==> config.mk <==
export PLATFORM = sky130hd
export DESIGN_NAME = mux_bus_seq
export DESIGN_NICKNAME = d
export VERILOG_FILES = /design/src/rtl/mbs_pkg.sv /design/src/rtl/mbs_seq.sv /design/src/rtl/mbs_req.sv /design/src/rtl/mbs_pins.sv /design/src/rtl/mux_bus_seq.sv
export SDC_FILE = /design/constraint.sdc
export NUM_CORES = 1
export LEC_CHECK = 0
export ABC_AREA = 1
export BUFFER_PORTS_ARGS = -buffer_cell sky130_fd_sc_hd__buf_4
export CELL_PAD_IN_SITES_DETAIL_PLACEMENT = 1
export CELL_PAD_IN_SITES_GLOBAL_PLACEMENT = 2
export CORE_ASPECT_RATIO = 0.5
export CORE_UTILIZATION = 28
export DETAILED_ROUTE_END_ITERATION = 8
export PLACE_DENSITY = 0.93
export SYNTH_ARGS = -nofsm -noshare
export SYNTH_HDL_FRONTEND = slang
export SYNTH_SLANG_ARGS = --single-unit
==> constraint.sdc <==
create_clock -name clk -period 2.4 [get_ports clk]
set_input_delay 0.24 -clock clk [delete_from_list [all_inputs] [get_ports clk]]
set_output_delay 0.24 -clock clk [all_outputs]
set_load 0.005 [all_outputs]
==> src/rtl/mbs_pkg.sv <==
package mbs_pkg;
  typedef enum logic [2:0] {
    ST_IDLE = 3'd0,
    ST_T1   = 3'd1,
    ST_T2   = 3'd2,
    ST_T3   = 3'd3,
    ST_TW   = 3'd4,
    ST_T4   = 3'd5,
    ST_HOLD = 3'd6
  } bus_st_e;
endpackage

==> src/rtl/mbs_seq.sv <==
module mbs_seq
  import mbs_pkg::*;
(
  input  logic    clk,
  input  logic    rst_n,
  input  logic    req_valid,
  input  logic    ready,
  input  logic    hold,
  output bus_st_e st,
  output logic    req_ack,
  output logic    hlda
);
  bus_st_e st_nx;
  logic    boundary;

  assign boundary = (st == ST_IDLE) || (st == ST_T4);
  assign req_ack  = req_valid && !hold && boundary;
  assign hlda     = (st == ST_HOLD);

  always_comb begin
    st_nx = st;
    case (st)
      ST_IDLE: if (hold) st_nx = ST_HOLD;
               else if (req_valid) st_nx = ST_T1;
      ST_T1:   st_nx = ST_T2;
      ST_T2:   st_nx = ST_T3;
      ST_T3,
      ST_TW:   st_nx = ready ? ST_T4 : ST_TW;
      ST_T4:   if (hold) st_nx = ST_HOLD;
               else if (req_valid) st_nx = ST_T1;
               else st_nx = ST_IDLE;
      ST_HOLD: st_nx = hold ? ST_HOLD : ST_IDLE;
      default: st_nx = ST_IDLE;
    endcase
  end

  always_ff @(posedge clk or negedge rst_n) begin
    if (!rst_n) st <= ST_IDLE;
    else        st <= st_nx;
  end

  p_t1_to_t2_r2: assert property (@(posedge clk) disable iff (!rst_n)
    st == ST_T1 |=> st == ST_T2);
  p_t2_to_t3_r2: assert property (@(posedge clk) disable iff (!rst_n)
    st == ST_T2 |=> st == ST_T3);
  p_wait_insert_r9: assert property (@(posedge clk) disable iff (!rst_n)
    ((st == ST_T3 || st == ST_TW) && !ready) |=> st == ST_TW);
  p_wait_exit_r9: assert property (@(posedge clk) disable iff (!rst_n)
    ((st == ST_T3 || st == ST_TW) && ready) |=> st == ST_T4);
  p_hold_boundary_r11: assert property (@(posedge clk) disable iff (!rst_n)
    $rose(hlda) |-> ($past(st) == ST_IDLE || $past(st) == ST_T4));
  p_hold_release_r12: assert property (@(posedge clk) disable iff (!rst_n)
    (hlda && !hold) |=> !hlda);
endmodule

==> src/rtl/mbs_req.sv <==
module mbs_req
  import mbs_pkg::*;
#(
  parameter int AW = 20,
  parameter int DW = 16
) (
  input  logic          clk,
  input  logic          rst_n,
  input  bus_st_e       st,
  input  logic          req_ack,
  input  logic [AW-1:0] req_addr,
  input  logic [DW-1:0] req_wdata,
  input  logic          req_wr,
  input  logic          req_mem,
  input  logic [1:0]    req_be,
  input  logic          ready,
  input  logic [DW-1:0] ad_in,
  output logic [AW-1:0] addr_q,
  output logic [DW-1:0] wdata_q,
  output logic          wr_q,
  output logic          mem_q,
  output logic [1:0]    be_q,
  output logic [DW-1:0] rd_data,
  output logic          rd_valid
);
  logic rd_cap_en;

  assign rd_cap_en = (st == ST_T3 || st == ST_TW) && ready && !wr_q;
  assign rd_valid  = (st == ST_T4) && !wr_q;

  always_ff @(posedge clk or negedge rst_n) begin
    if (!rst_n) begin
      addr_q  <= '0;
      wdata_q <= '0;
      wr_q    <= 1'b0;
      mem_q   <= 1'b1;
      be_q    <= '0;
    end else if (req_ack) begin
      addr_q  <= req_addr;
      wdata_q <= req_wdata;
      wr_q    <= req_wr;
      mem_q   <= req_mem;
      be_q    <= req_be;
    end
  end

  always_ff @(posedge clk or negedge rst_n) begin
    if (!rst_n)         rd_data <= '0;
    else if (rd_cap_en) rd_data <= ad_in;
  end
endmodule

==> src/rtl/mbs_pins.sv <==
module mbs_pins
  import mbs_pkg::*;
#(
  parameter int AW = 20,
  parameter int DW = 16
) (
  input  logic          clk,
  input  logic          rst_n,
  input  bus_st_e       st,
  input  logic [AW-1:0] addr_q,
  input  logic [DW-1:0] wdata_q,
  input  logic          wr_q,
  input  logic          mem_q,
  input  logic [1:0]    be_q,
  output logic [AW-1:0] ad_out,
  output logic          ad_oe,
  output logic          ctl_oe,
  output logic          ale,
  output logic          rd_n,
  output logic          wr_n,
  output logic          den_n,
  output logic          dt_r,
  output logic          m_io,
  output logic          bhe_n
);
  localparam int PADW = AW - DW;

  logic in_cyc, data_ph, strobe_ph;

  assign in_cyc    = (st == ST_T1) || (st == ST_T2) || (st == ST_T3) ||
                     (st == ST_TW) || (st == ST_T4);
  assign data_ph   = (st == ST_T2) || (st == ST_T3) || (st == ST_TW) || (st == ST_T4);
  assign strobe_ph = (st == ST_T2) || (st == ST_T3) || (st == ST_TW);

  always_comb begin
    ale    = (st == ST_T1);
    rd_n   = !(strobe_ph && !wr_q);
    wr_n   = !(strobe_ph && wr_q);
    den_n  = !data_ph;
    dt_r   = in_cyc ? wr_q : 1'b1;
    m_io   = in_cyc ? mem_q : 1'b1;
    bhe_n  = in_cyc ? ~be_q[1] : 1'b1;
    ad_oe  = (st == ST_T1) || (data_ph && wr_q);
    ctl_oe = (st != ST_HOLD);
    if (st == ST_T1)           ad_out = {addr_q[AW-1:1], ~be_q[0]};
    else if (data_ph && wr_q)  ad_out = {{PADW{1'b0}}, wdata_q};
    else                       ad_out = '0;
  end

  p_no_rdwr_overlap_r4: assert property (@(posedge clk) disable iff (!rst_n)
    !(!rd_n && !wr_n));
  p_wait_stable_r10: assert property (@(posedge clk) disable iff (!rst_n)
    st == ST_TW |-> $stable({ad_out, ad_oe, ale, rd_n, wr_n, den_n, dt_r, m_io, bhe_n}));
endmodule

==> src/rtl/mux_bus_seq.sv <==
module mux_bus_seq
  import mbs_pkg::*;
#(
  parameter int AW = 20,
  parameter int DW = 16
) (
  input  logic          clk,
  input  logic          rst_n,
  input  logic          req_valid,
  input  logic [AW-1:0] req_addr,
  input  logic [DW-1:0] req_wdata,
  input  logic          req_wr,
  input  logic          req_mem,
  input  logic [1:0]    req_be,
  output logic          req_ack,
  output logic [DW-1:0] rd_data,
  output logic          rd_valid,
  input  logic          ready,
  input  logic          hold,
  output logic          hlda,
  output logic [AW-1:0] ad_out,
  output logic          ad_oe,
  input  logic [DW-1:0] ad_in,
  output logic          ctl_oe,
  output logic          ale,
  output logic          rd_n,
  output logic          wr_n,
  output logic          den_n,
  output logic          dt_r,
  output logic          m_io,
  output logic          bhe_n
);
  bus_st_e       st;
  logic [AW-1:0] addr_q;
  logic [DW-1:0] wdata_q;
  logic          wr_q, mem_q;
  logic [1:0]    be_q;

  mbs_seq u_seq (
    .clk(clk), .rst_n(rst_n), .req_valid(req_valid), .ready(ready),
    .hold(hold), .st(st), .req_ack(req_ack), .hlda(hlda)
  );

  mbs_req #(.AW(AW), .DW(DW)) u_req (
    .clk(clk), .rst_n(rst_n), .st(st), .req_ack(req_ack),
    .req_addr(req_addr), .req_wdata(req_wdata), .req_wr(req_wr),
    .req_mem(req_mem), .req_be(req_be), .ready(ready), .ad_in(ad_in),
    .addr_q(addr_q), .wdata_q(wdata_q), .wr_q(wr_q), .mem_q(mem_q),
    .be_q(be_q), .rd_data(rd_data), .rd_valid(rd_valid)
  );

  mbs_pins #(.AW(AW), .DW(DW)) u_pins (
    .clk(clk), .rst_n(rst_n), .st(st), .addr_q(addr_q), .wdata_q(wdata_q),
    .wr_q(wr_q), .mem_q(mem_q), .be_q(be_q), .ad_out(ad_out), .ad_oe(ad_oe),
    .ctl_oe(ctl_oe), .ale(ale), .rd_n(rd_n), .wr_n(wr_n), .den_n(den_n),
    .dt_r(dt_r), .m_io(m_io), .bhe_n(bhe_n)
  );

  p_hold_float_r12: assert property (@(posedge clk) disable iff (!rst_n)
    hlda |-> (!ad_oe && !ctl_oe));
  p_ack_boundary_r2: assert property (@(posedge clk) disable iff (!rst_n)
    req_ack |=> (ale && !hlda));
endmodule

# Yosys cells after proc, flatten, opt, wreduce, memory -nomap -nowiden
# Cells that the tools add are included.
# W data, S select, Z words.
# totals
in_bits	61
reg_bits	59
elab_cells	54
# classes
n_reduce_logical	25
bitwise	2
mux	12
n_eq_ne	8
# ops
operator	count
$mux W20	1
$pmux W3 S6	1
$mux W16	1
$mux W3	4
$logic_or A1 B1 Y1	10
$eq A3 B3 Y1 const B	3
$logic_and A1 B1 Y1	8
$eq A3 B2 Y1 const B	2
$ne A3 B3 Y1 const B	2
$logic_not A1 Y1	5
$mux W1	5
$eq A3 B1 Y1 const B	1
$logic_not A3 Y1	1
$not A1 Y1	2
$reduce_or A2 Y1	1

# Logic depth before layout (Yosys ltp)
# Gate-level depths: netlist (run 1).
# logic_depth
ltp_word	7
mapped_depth	8

# By module
# From an unflattened synthesis (run 1), not the netlist that was laid out.
# unflattened
cells_unflattened	281
hier_area_um2	2849.0
# modules_own_cells
mod	cells_per_inst	area_each_um2	instances	seq_area_each_um2
mbs_req	164	2203.4	1	1402.6
mbs_pins	85	436.7	1	0.0
mbs_seq	32	209.0	1	75.1

# Least setup slack after synthesis (run 1)
# Ideal clock, no wire load.
# synth_timing
path_type	reg2out
start	register u_seq.st[1]
end	output port ad_out[10]
path_stages_with_launch	7
arrival_ps	1137
n_path_buf	1
required_ps	2160
path_slack_ps	1023
cell_sequence	dfrtp_1 -> nor2_4 -> nand2_2 -> inv_2 -> buf_2 -> nand2_1 -> nand2_1
# synth_between
elab_cells_between_ends	11
cone_classes	eq/ne: 5; mux: 2; reduce/logical: 4
# synth_rtl
item	line	rtl
from (decl)	mbs_seq.sv:9	output bus_st_e st,
from (signal assigned)	mbs_seq.sv:39	else st <= st_nx;
$eq A3 B1 Y1	-	
via ale	mux_bus_seq.sv:25	output logic ale,
$mux W20	mbs_pins.sv:45	if (st == ST_T1) ad_out = {addr_q[AW-1:1], ~be_q[0]};
to (decl)	mux_bus_seq.sv:21	output logic [AW-1:0] ad_out,
# The timed path passes the listed nets, and every way through them passes these cells.

# Worst setup path in the final report (run 1)
# layout_timing
start	register u_seq.st[1]
end	output port ad_out[0]
# layout_between
elab_chain_len	7
elab_cells_between_ends	11
cone_classes	eq/ne: 5; mux: 2; reduce/logical: 4
# layout_rtl
item	line	rtl
$eq A3 B2 Y1	mbs_pins.sv:32	assign data_ph = (st == ST_T2) || (st == ST_T3) || (st == ST_TW) || (st == ST_T4);
$logic_or A1 B1 Y1 (3 in series)	mbs_pins.sv:32	
$logic_and A1 B1 Y1	mbs_pins.sv:46	else if (data_ph && wr_q) ad_out = {{PADW{1'b0}}, wdata_q};
$mux W16	mbs_pins.sv:46	
$mux W20 (*)	mbs_pins.sv:45	
# Mark *: on every way between the ends. The rest lies on a longest branch, timed or not.

==> impl_summary.log, run 1 <==
[metrics] wire length of the first global-routing pass: 12.48 mm
[metrics] area added between synthesis and finish: 43.24%
[metrics] Syn Area/Cell: 8.043 um2
[metrics] number of hold buffers added after cts: 0
[metrics] die boundary height: 71.47 um
[metrics] switching power: 0.001794 W
[metrics] effective utilization at floorplan: 29.90%
[metrics] required time of the critical path: 2160 ps
[metrics] placed wire-length estimate: 5.156 mm
[metrics] slew at the pin with the worst max-slew slack: 758.9 ps
[metrics] Critical Path, Cell by Cell: nor2_4, inv_1, nand3_1, inv_2, nand2_1, o21ai_0, buf_4
[metrics] Power per Cell Area: 1287 mW/mm2
[metrics] worst r2r dst: u_req.wdata_q[0]
[metrics] net switching share of the total power: 35.99%
[metrics] cell family with most CP delay: buffers and inverters
[metrics] maximum capacitance violations: 0
[metrics] number of fillers in the final layout: 1096
[metrics] number of hold-slack violations in the final timing report: 18
[metrics] highest routed layer: met4
[metrics] clock network fraction of design power: 25.8%
[metrics] worst relative slew slack: 49.41%
[metrics] CTS sink cnt: 58
[metrics] num rows: 24
[metrics] clk slew on worst S/H paths: 50 ps
[metrics] routed via count: 2469
[metrics] synthesized area: 0.002703 mm2
[metrics] DRC violation count after routing: 0
[metrics] endpoints failing setup: 0
[metrics] failing checks: negative hold slack
[metrics] Post-Route Hold Slack: -9.609 ps
[metrics] Comb power frac: 40.2%
[metrics] Nets: 505
[metrics] Detailed Routing Iterations Pass 1: 4
[metrics] worst-case register-to-register setup slack: 780 ps
[metrics] fin cells: 579
[metrics] number of standard cells after synthesis: 336
[metrics] clk buf depth: 2
[metrics] Static Leakage: 2.191 nW
[metrics] Fin Clk Skew: 4.524 ps
[metrics] total count of max-transition violations in the final report: 0
[metrics] vias in the first global route: 2604
[metrics] total of cells resized after clock tree synthesis: 0
[metrics] met3 routed WL: 288 um
[metrics] total instance count after detailed placement: 563
[metrics] endpoint kind of the worst setup timing path: primary output
[metrics] I/O pin cnt: 109
[metrics] Distinct cells, synth: 21
[metrics] Reg power frac: 34.0%
[metrics] post-synthesis sequential element count: 58
[metrics] clock tree from TritonCTS: done
[metrics] max incr delay on CP: 510 ps
[metrics] Remaining Overflow, GRT: 0
[metrics] share of layout cells above drive strength 1: 31.63%
[metrics] result of the run: complete, but fails checks
[metrics] Hold/Removal Path Class: primary input to async pin
[metrics] Iteration-0 DRC Markers: 76
[metrics] Fmax achieved: 0.4931 GHz
[metrics] total clock buffers created by CTS: 9
[metrics] cell internal power dissipation: 0.003190 W
[metrics] Worst setup SP type: register
[metrics] Max Fanout on Critical Path: 17
[metrics] RSZ-0062 raised after global routing: false
[metrics] M1 WL: 3.427 mm
[metrics] slowest cell on the critical path: dfrtp_1
[metrics] Core Area: 0.009039 mm2
[metrics] worst skew pair latency: 320 ps
[metrics] post-CTS setup buffer count: 0
[metrics] synthesized net count: 397
[metrics] wire length per cell after detailed routing: 13.16 um
[metrics] clk root buf: clkbuf_16
[metrics] met2 wire len: 3.839 mm
[metrics] gp weighted congestion: 0.7844
[metrics] die width: 140.9 um
[metrics] antenna diode count: 0
[metrics] register area share after synthesis: 53.75%
[metrics] Routed Wire Length: 7.622 mm
[metrics] GR Util All Layers: 16.28%
[metrics] share of the clock period used by the worst path after layout: 84.50%
[metrics] antenna violations before repair: 0
[metrics] post-layout minimum cycle time: 2028 ps
[metrics] depth of the CTS H-tree: 3
[metrics] Yosys warnings: 0
[metrics] post-DR vias/cell: 4.264
[metrics] peak supply drop: 0.4317 mV
[metrics] count of buffering cells on the critical path with inverters included: 3
[metrics] reg2reg path depth: 8
[metrics] number of I/O port buffers: 107
[metrics] Die Footprint: 0.01007 mm2
[metrics] origin of the critical flop-to-flop path: u_seq.st[1]
[metrics] post-route ant nets: 0
[metrics] setup TNS: 0 ps
[metrics] Crit Path Category: register to primary output
[metrics] pin count of the biggest net entering global routing: 59
[metrics] arrival time of the worst setup path: 1790 ps
==> registers in the layout, indices dropped and copies added, names as in the netlist <==
register / count
u_seq.st: 3
u_req.rd_data: 16
u_req.be_q: 2
u_req.wr_q: 1
u_req.mem_q: 1
u_req.addr_q: 19
u_req.wdata_q: 16
==> routing by layer <==
| metal | GRT usage (%) | vias up |
|---|---|---|
| met1 | 19.06 | 1181 |
| met5 | 0 | - |
| li1 | - | 1236 |
| met2 | 28.58 | 46 |
| met3 | 5.481 | 6 |
| met4 | 5.072 | 0 |
==> layout by cell type (no fill, tap or decap), drive strengths merged <==
master,instances
nor2,12
clkbuf,14
a21oi,1
nand3,23
buf,110
dfstp,1
inv,18
dfrtp,57
bufinv,1
nand2,201
clkinv,1
nand4,1
o21ai,9
==> power groups by stage <==
stage | registers (W) | clock network, W | logic [W]
floorplan | 0.00167 | 0 | 0.00119
global placement | 0.00169 | 0 | 0.00200
detailed placement | 0.00171 | 0 | 0.00204
CTS | 0.00170 | 0.00132 | 0.00206
global route | 0.00176 | 0.00137 | 0.00226
finish | 0.00170 | 0.00128 | 0.00200
==> kinds of logic after synthesis <==
| group | Yosys count | share of synthesized area, % |
|---|---|---|
| compound gates | 10 | 2.824 |
| buf+inv | 31 | 7.083 |
| flops | 58 | 53.75 |
| simple gates | 237 | 36.34 |
==> cells in the mapped netlist <==
master,n,area (um2)
dfstp_2,1,26.28
buf_2,4,20.02
nand2_4,2,22.52
o21ai_0,2,10.01
nand2_1,196,735.7
clkbuf_8,2,27.53
nand4_4,1,21.27
inv_6,1,8.760
nand3_1,23,115.1
inv_2,2,7.510
buf_4,3,22.52
nor2_4,1,11.26
inv_1,15,56.30
nor2_1,10,37.54
a21oi_1,1,5.000
o21ai_2,7,61.31
buf_8,1,15.01
nand2_2,3,18.77
dfrtp_1,57,1426
buf_6,3,33.78
nor2_8,1,20.02
==> final cells by class <==
type / count / area [um2] / area share, %
clock inverters: 2 / 35.03 / 0.9050
clock buffers: 14 / 264.0 / 6.820
repair buffers: 110 / 825.8 / 21.33
multi-input cells: 247 / 1059 / 27.34
inverters: 18 / 72.57 / 1.875
well taps: 130 / 162.7 / 4.202
flip-flops and latches: 58 / 1453 / 37.52
==> worst max path at each step <==
stage / from / endpoint / slack [ps] / cells past startpoint
after floorplan: u_seq.st[1] / ad_out[10] / 1020 / 6
after detailed placement: u_seq.st[1] / ad_out[0] / 710 / 7
final: u_seq.st[1] / ad_out[0] / 370 / 7
after global placement: u_seq.st[1] / ad_out[0] / 710 / 7
after global routing: u_seq.st[1] / ad_out[0] / 190 / 7
after CTS: u_seq.st[1] / ad_out[0] / 340 / 7
==> metrics by stage <==
| step | power [W] | util [%] | setup slack, ps | cell area [um2] |
|---|---|---|---|---|
| floorplan | 0.002857 | - | 1023 | 2703 |
| global placement | 0.003694 | 39.52 | 711.9 | 3572 |
| detailed placement | 0.003750 | 39.52 | 710.0 | 3572 |
| CTS | 0.005082 | 42.83 | 341.6 | 3871 |
| global route | 0.005378 | 42.83 | 189.0 | 3871 |
| finish | 0.004983 | 42.83 | 371.9 | 3871 |
No activity file was read; power rests on OpenSTA's default activity.
==> run 2, diff against run 1 <==
--- a/config.mk
+++ b/config.mk
@@ -10,9 +10,9 @@
 export CELL_PAD_IN_SITES_DETAIL_PLACEMENT = 1
 export CELL_PAD_IN_SITES_GLOBAL_PLACEMENT = 2
 export CORE_ASPECT_RATIO = 0.5
-export CORE_UTILIZATION = 28
+export CORE_UTILIZATION = 26
 export DETAILED_ROUTE_END_ITERATION = 8
-export PLACE_DENSITY = 0.93
+export PLACE_DENSITY = 0.88
 export SYNTH_ARGS = -nofsm -noshare
 export SYNTH_HDL_FRONTEND = slang
 export SYNTH_SLANG_ARGS = --single-unit
==> constraint.sdc (replaced) <==
create_clock -name clk -period 1.95 [get_ports clk]
set_input_delay 0.195 -clock clk [delete_from_list [all_inputs] [get_ports clk]]
set_output_delay 0.195 -clock clk [all_outputs]
set_load 0.005 [all_outputs]
==> run 2 against run 1 <==
Effect of this change:
- the run now ends clean
- core utilization shrank 3.0 points
- design area up 0.39%
- global-route usage shrank 0.84 points
- sequential share of layout area decreased by 0.11 points
- register-to-register slack worse by 360 ps
- largest cell class unchanged
- total power is 21% higher
==> impl_summary.log, run 2 (synthesis gave the netlist of run 1 again) <==
[metrics] total clock buffers created by CTS: 9 (unchanged)
[metrics] largest registers in the final layout: u_req.addr_q x19, u_req.rd_data x16, u_req.wdata_q x16 (unchanged)
[metrics] share of the clock period used by the worst path after layout: 92.90%
[metrics] Largest Register: u_req.addr_q (unchanged)
[metrics] RSZ-0062 raised after global routing: false (unchanged)
[metrics] post-DR vias/cell: 4.248 (was 4.264)
[metrics] fin cells: 585 (was 579)
[metrics] critical hold path startpoint: req_be[1]
[metrics] clock network fraction of design power: 23.2% (was 25.8%)
[metrics] Nets: 508 (was 505)
[metrics] Reg power frac: 34.8% (was 34.0%)
[metrics] die boundary height: 74.09 um (was 71.47 um)
[metrics] DRC violation count after routing: 0 (unchanged)
[metrics] max FFs per register: 19 (unchanged)
[metrics] required time of the critical path: 1750 ps (was 2160 ps)
[metrics] Fmax achieved: 0.5520 GHz
[metrics] reg2reg path depth: 8 (unchanged)
[metrics] most common cell type on the critical path: nand2_1
[metrics] arrival time of the worst setup path: 1620 ps (was 1790 ps)
[metrics] post-route ant nets: 0 (unchanged)
[metrics] Static Leakage: 2.186 nW (was 2.191 nW)
[metrics] Power per Cell Area: 1551 mW/mm2 (was 1287 mW/mm2)
[metrics] Remaining Overflow, GRT: 0 (unchanged)
[metrics] Detailed Routing Iterations Pass 1: 4 (unchanged)
[metrics] CTS sink cnt: 58 (unchanged)
[metrics] worst r2r dst: u_req.addr_q[14] (was u_req.wdata_q[0])
[metrics] number of hold-slack violations in the final timing report: 0 (was 18)
[metrics] peak supply drop: 0.4506 mV (was 0.4317 mV)
[metrics] routed via count: 2485 (was 2469)
[metrics] depth of the CTS H-tree: 3 (unchanged)
[metrics] most used cells in the layout excluding fill and tap cells: nand2_1, buf_4, dfrtp_1 (unchanged)
[metrics] worst skew pair latency: 320 ps (about the same)
[metrics] clk slew on worst S/H paths: 50 ps (about the same)
[metrics] clock tree from TritonCTS: done (unchanged)
[metrics] wire length of the first global-routing pass: 12.90 mm (was 12.48 mm)
[metrics] endpoint kind of the worst setup timing path: primary output (unchanged)
[metrics] post-layout minimum cycle time: 1812 ps
[metrics] slowest cell on the critical path: dfrtp_2 (was dfrtp_1)
[metrics] Fin Clk Skew: 8.045 ps (was 4.524 ps)
[metrics] Comb power frac: 42.0% (was 40.2%)
[metrics] origin of the critical flop-to-flop path: u_seq.st[1] (unchanged)
[metrics] total instance count after detailed placement: 569 (was 563)
[metrics] placed wire-length estimate: 5.389 mm (was 5.156 mm)
[metrics] max incr delay on CP: 460 ps (was 510 ps)
[metrics] GR Util All Layers: 15.43% (was 16.28%)
[metrics] worst relative slew slack: 47.62% (was 49.41%)
[metrics] area added between synthesis and finish: 43.80% (was 43.24%)
[metrics] depth of the worst hold-timing path: 3
[metrics] endpoints failing setup: 0 (unchanged)
[metrics] setup TNS: 0 ps (unchanged)
[metrics] final instance area: 0.003886 mm2 (was 0.003871 mm2)
[metrics] num rows: 25 (was 24)
[metrics] maximum capacitance violations: 0 (unchanged)
[metrics] switching power: 0.002254 W (was 0.001794 W)
[metrics] worst-case register-to-register setup slack: 420 ps (was 780 ps)
[metrics] result of the run: finished, final reports clean (was complete, but fails checks)
[metrics] effective utilization at floorplan: 27.69% (was 29.90%)
[metrics] Die Footprint: 0.01083 mm2 (was 0.01007 mm2)
[metrics] most common cell after layout, fill and taps aside: nand2_1 (unchanged)
[metrics] Worst Setup Slack post-DPL: 307.4 ps (was 710.0 ps)
[metrics] net switching share of the total power: 37.40% (was 35.99%)
[metrics] Hold/Removal Path Class: primary input to register (was primary input to async pin)
[metrics] area post-placement: 0.003586 mm2 (was 0.003572 mm2)
[metrics] slew at the pin with the worst max-slew slack: 785.7 ps (was 758.9 ps)
[metrics] Core Area: 0.009759 mm2 (was 0.009039 mm2)
[metrics] clk root buf: clkbuf_16 (unchanged)
[metrics] Iteration-0 DRC Markers: 83 (was 76)
[metrics] gp weighted congestion: 0.7406 (was 0.7844)
[metrics] wire length per cell after detailed routing: 13.35 um (was 13.16 um)
[metrics] antenna diode count: 0 (unchanged)
[metrics] number of I/O port buffers: 107 (unchanged)
[metrics] total count of max-transition violations in the final report: 0 (unchanged)
[metrics] Worst Hold Endpoint: u_req.be_q[1]
[metrics] clk buf depth: 2 (unchanged)
[metrics] share of layout cells above drive strength 1: 32.44% (was 31.63%)
[metrics] I/O pin cnt: 109 (unchanged)
[metrics] die width: 146.2 um (was 140.9 um)
[metrics] Critical Path, Cell by Cell: nor2_4, inv_1, nand3_4, clkinv_4, nand2_1, nand2_1, buf_4 (was nor2_4, inv_1, nand3_1, inv_2, nand2_1, o21ai_0, buf_4)
[metrics] Worst setup SP type: register (unchanged)
[metrics] number of fillers in the final layout: 1194 (was 1096)
[metrics] pin count of the biggest net entering global routing: 59 (unchanged)
[metrics] Crit Path Category: register to primary output (unchanged)
[metrics] post-CTS setup buffer count: 0 (unchanged)
[metrics] vias in the first global route: 2586 (was 2604)
[metrics] antenna violations before repair: 0 (unchanged)
[metrics] Worst Setup Slack, final: 138.4 ps (was 371.9 ps)
[metrics] cell internal power dissipation: 0.003773 W (was 0.003190 W)
[metrics] Routed Wire Length: 7.812 mm (was 7.622 mm)
[metrics] Max Fanout on Critical Path: 9 (was 17)
run 2: cell count changes in the layout (fill, tap and decap cells not counted), sizes merged:
cell / before / now
clkinvlp: 0 / 1
dlygate4sd3: 0 / 1
clkbuf: 14 / 11
buf: 110 / 111
bufinv: 1 / 0
clkinv: 1 / 3
run 2: metrics by stage:
stage | hold WS, ps | total power (W) | util, %
4_1_cts | 57.73 | 0.006092 | 39.56
2_1_floorplan | -100.6 | 0.003516 | -
6_report | 68.31 | 0.006027 | 39.82
3_5_place_dp | 324.9 | 0.004637 | 36.74
5_1_grt | 63.17 | 0.006549 | 39.82
3_3_place_gp | 330.2 | 0.004567 | 36.74
run 2: metal layers:
| layer | routed length [um] | vias to the layer above | track usage, % |
|---|---|---|---|
| li1 | - | 1245 | - |
| met1 | 3557 | 1188 | 19.11 |
| met2 | 3882 | 44 | 26.83 |
| met5 | 0 | - | 0 |
| met4 | 92 | 0 | 5.787 |
| met3 | 280 | 8 | 3.681 |
run 2: power groups by stage:
| stage | logic [W] | registers [W] | clock network, W |
|---|---|---|---|
| 2_1_floorplan | 0.00146 | 0.00206 | 0 |
| 3_3_place_gp | 0.00248 | 0.00209 | 0 |
| 3_5_place_dp | 0.00253 | 0.00211 | 0 |
| 4_1_cts | 0.00256 | 0.00210 | 0.00144 |
| 5_1_grt | 0.00287 | 0.00218 | 0.00149 |
| 6_report | 0.00253 | 0.00210 | 0.00140 |
run 2: worst max-delay path by stage:
stage | start | to | slack (ps)
global placement | u_seq.st[1] | ad_out[0] | 290
finish | u_seq.st[1] | ad_out[15] | 140
floorplan | u_seq.st[1] | ad_out[10] | 620
global route | u_seq.st[1] | ad_out[15] | 20
CTS | u_seq.st[1] | ad_out[15] | 10
detailed placement | u_seq.st[1] | ad_out[0] | 310
run 2: cell type report:
cell class	instances	area (um2)	share of cell area, %
Clock inverter	3	17.52	0.4507
Timing Repair inverter	1	6.256	0.1610
Multi-Input combinational cell	247	1071	27.56
Tap cell	135	168.9	4.346
Clock buffer	11	242.7	6.246
Sequential cell	58	1454	37.41
Timing Repair Buffer	112	843.3	21.70
Inverter	18	82.58	2.125
run 2: critical path: cells and delay by family, from the launching register on:
family	cells	cell delay, ps
flip-flops	1	460
AND/OR/NAND/NOR	4	460
buffers and inverters	3	380
run 2: timing repair:
action                     in CTS  in global routing
hold buffers                    1                  0
gates resized for setup         2                  6
hold endpoints to repair       54                  0
cloned                          0                  1
setup endpoints to repair      16                 16
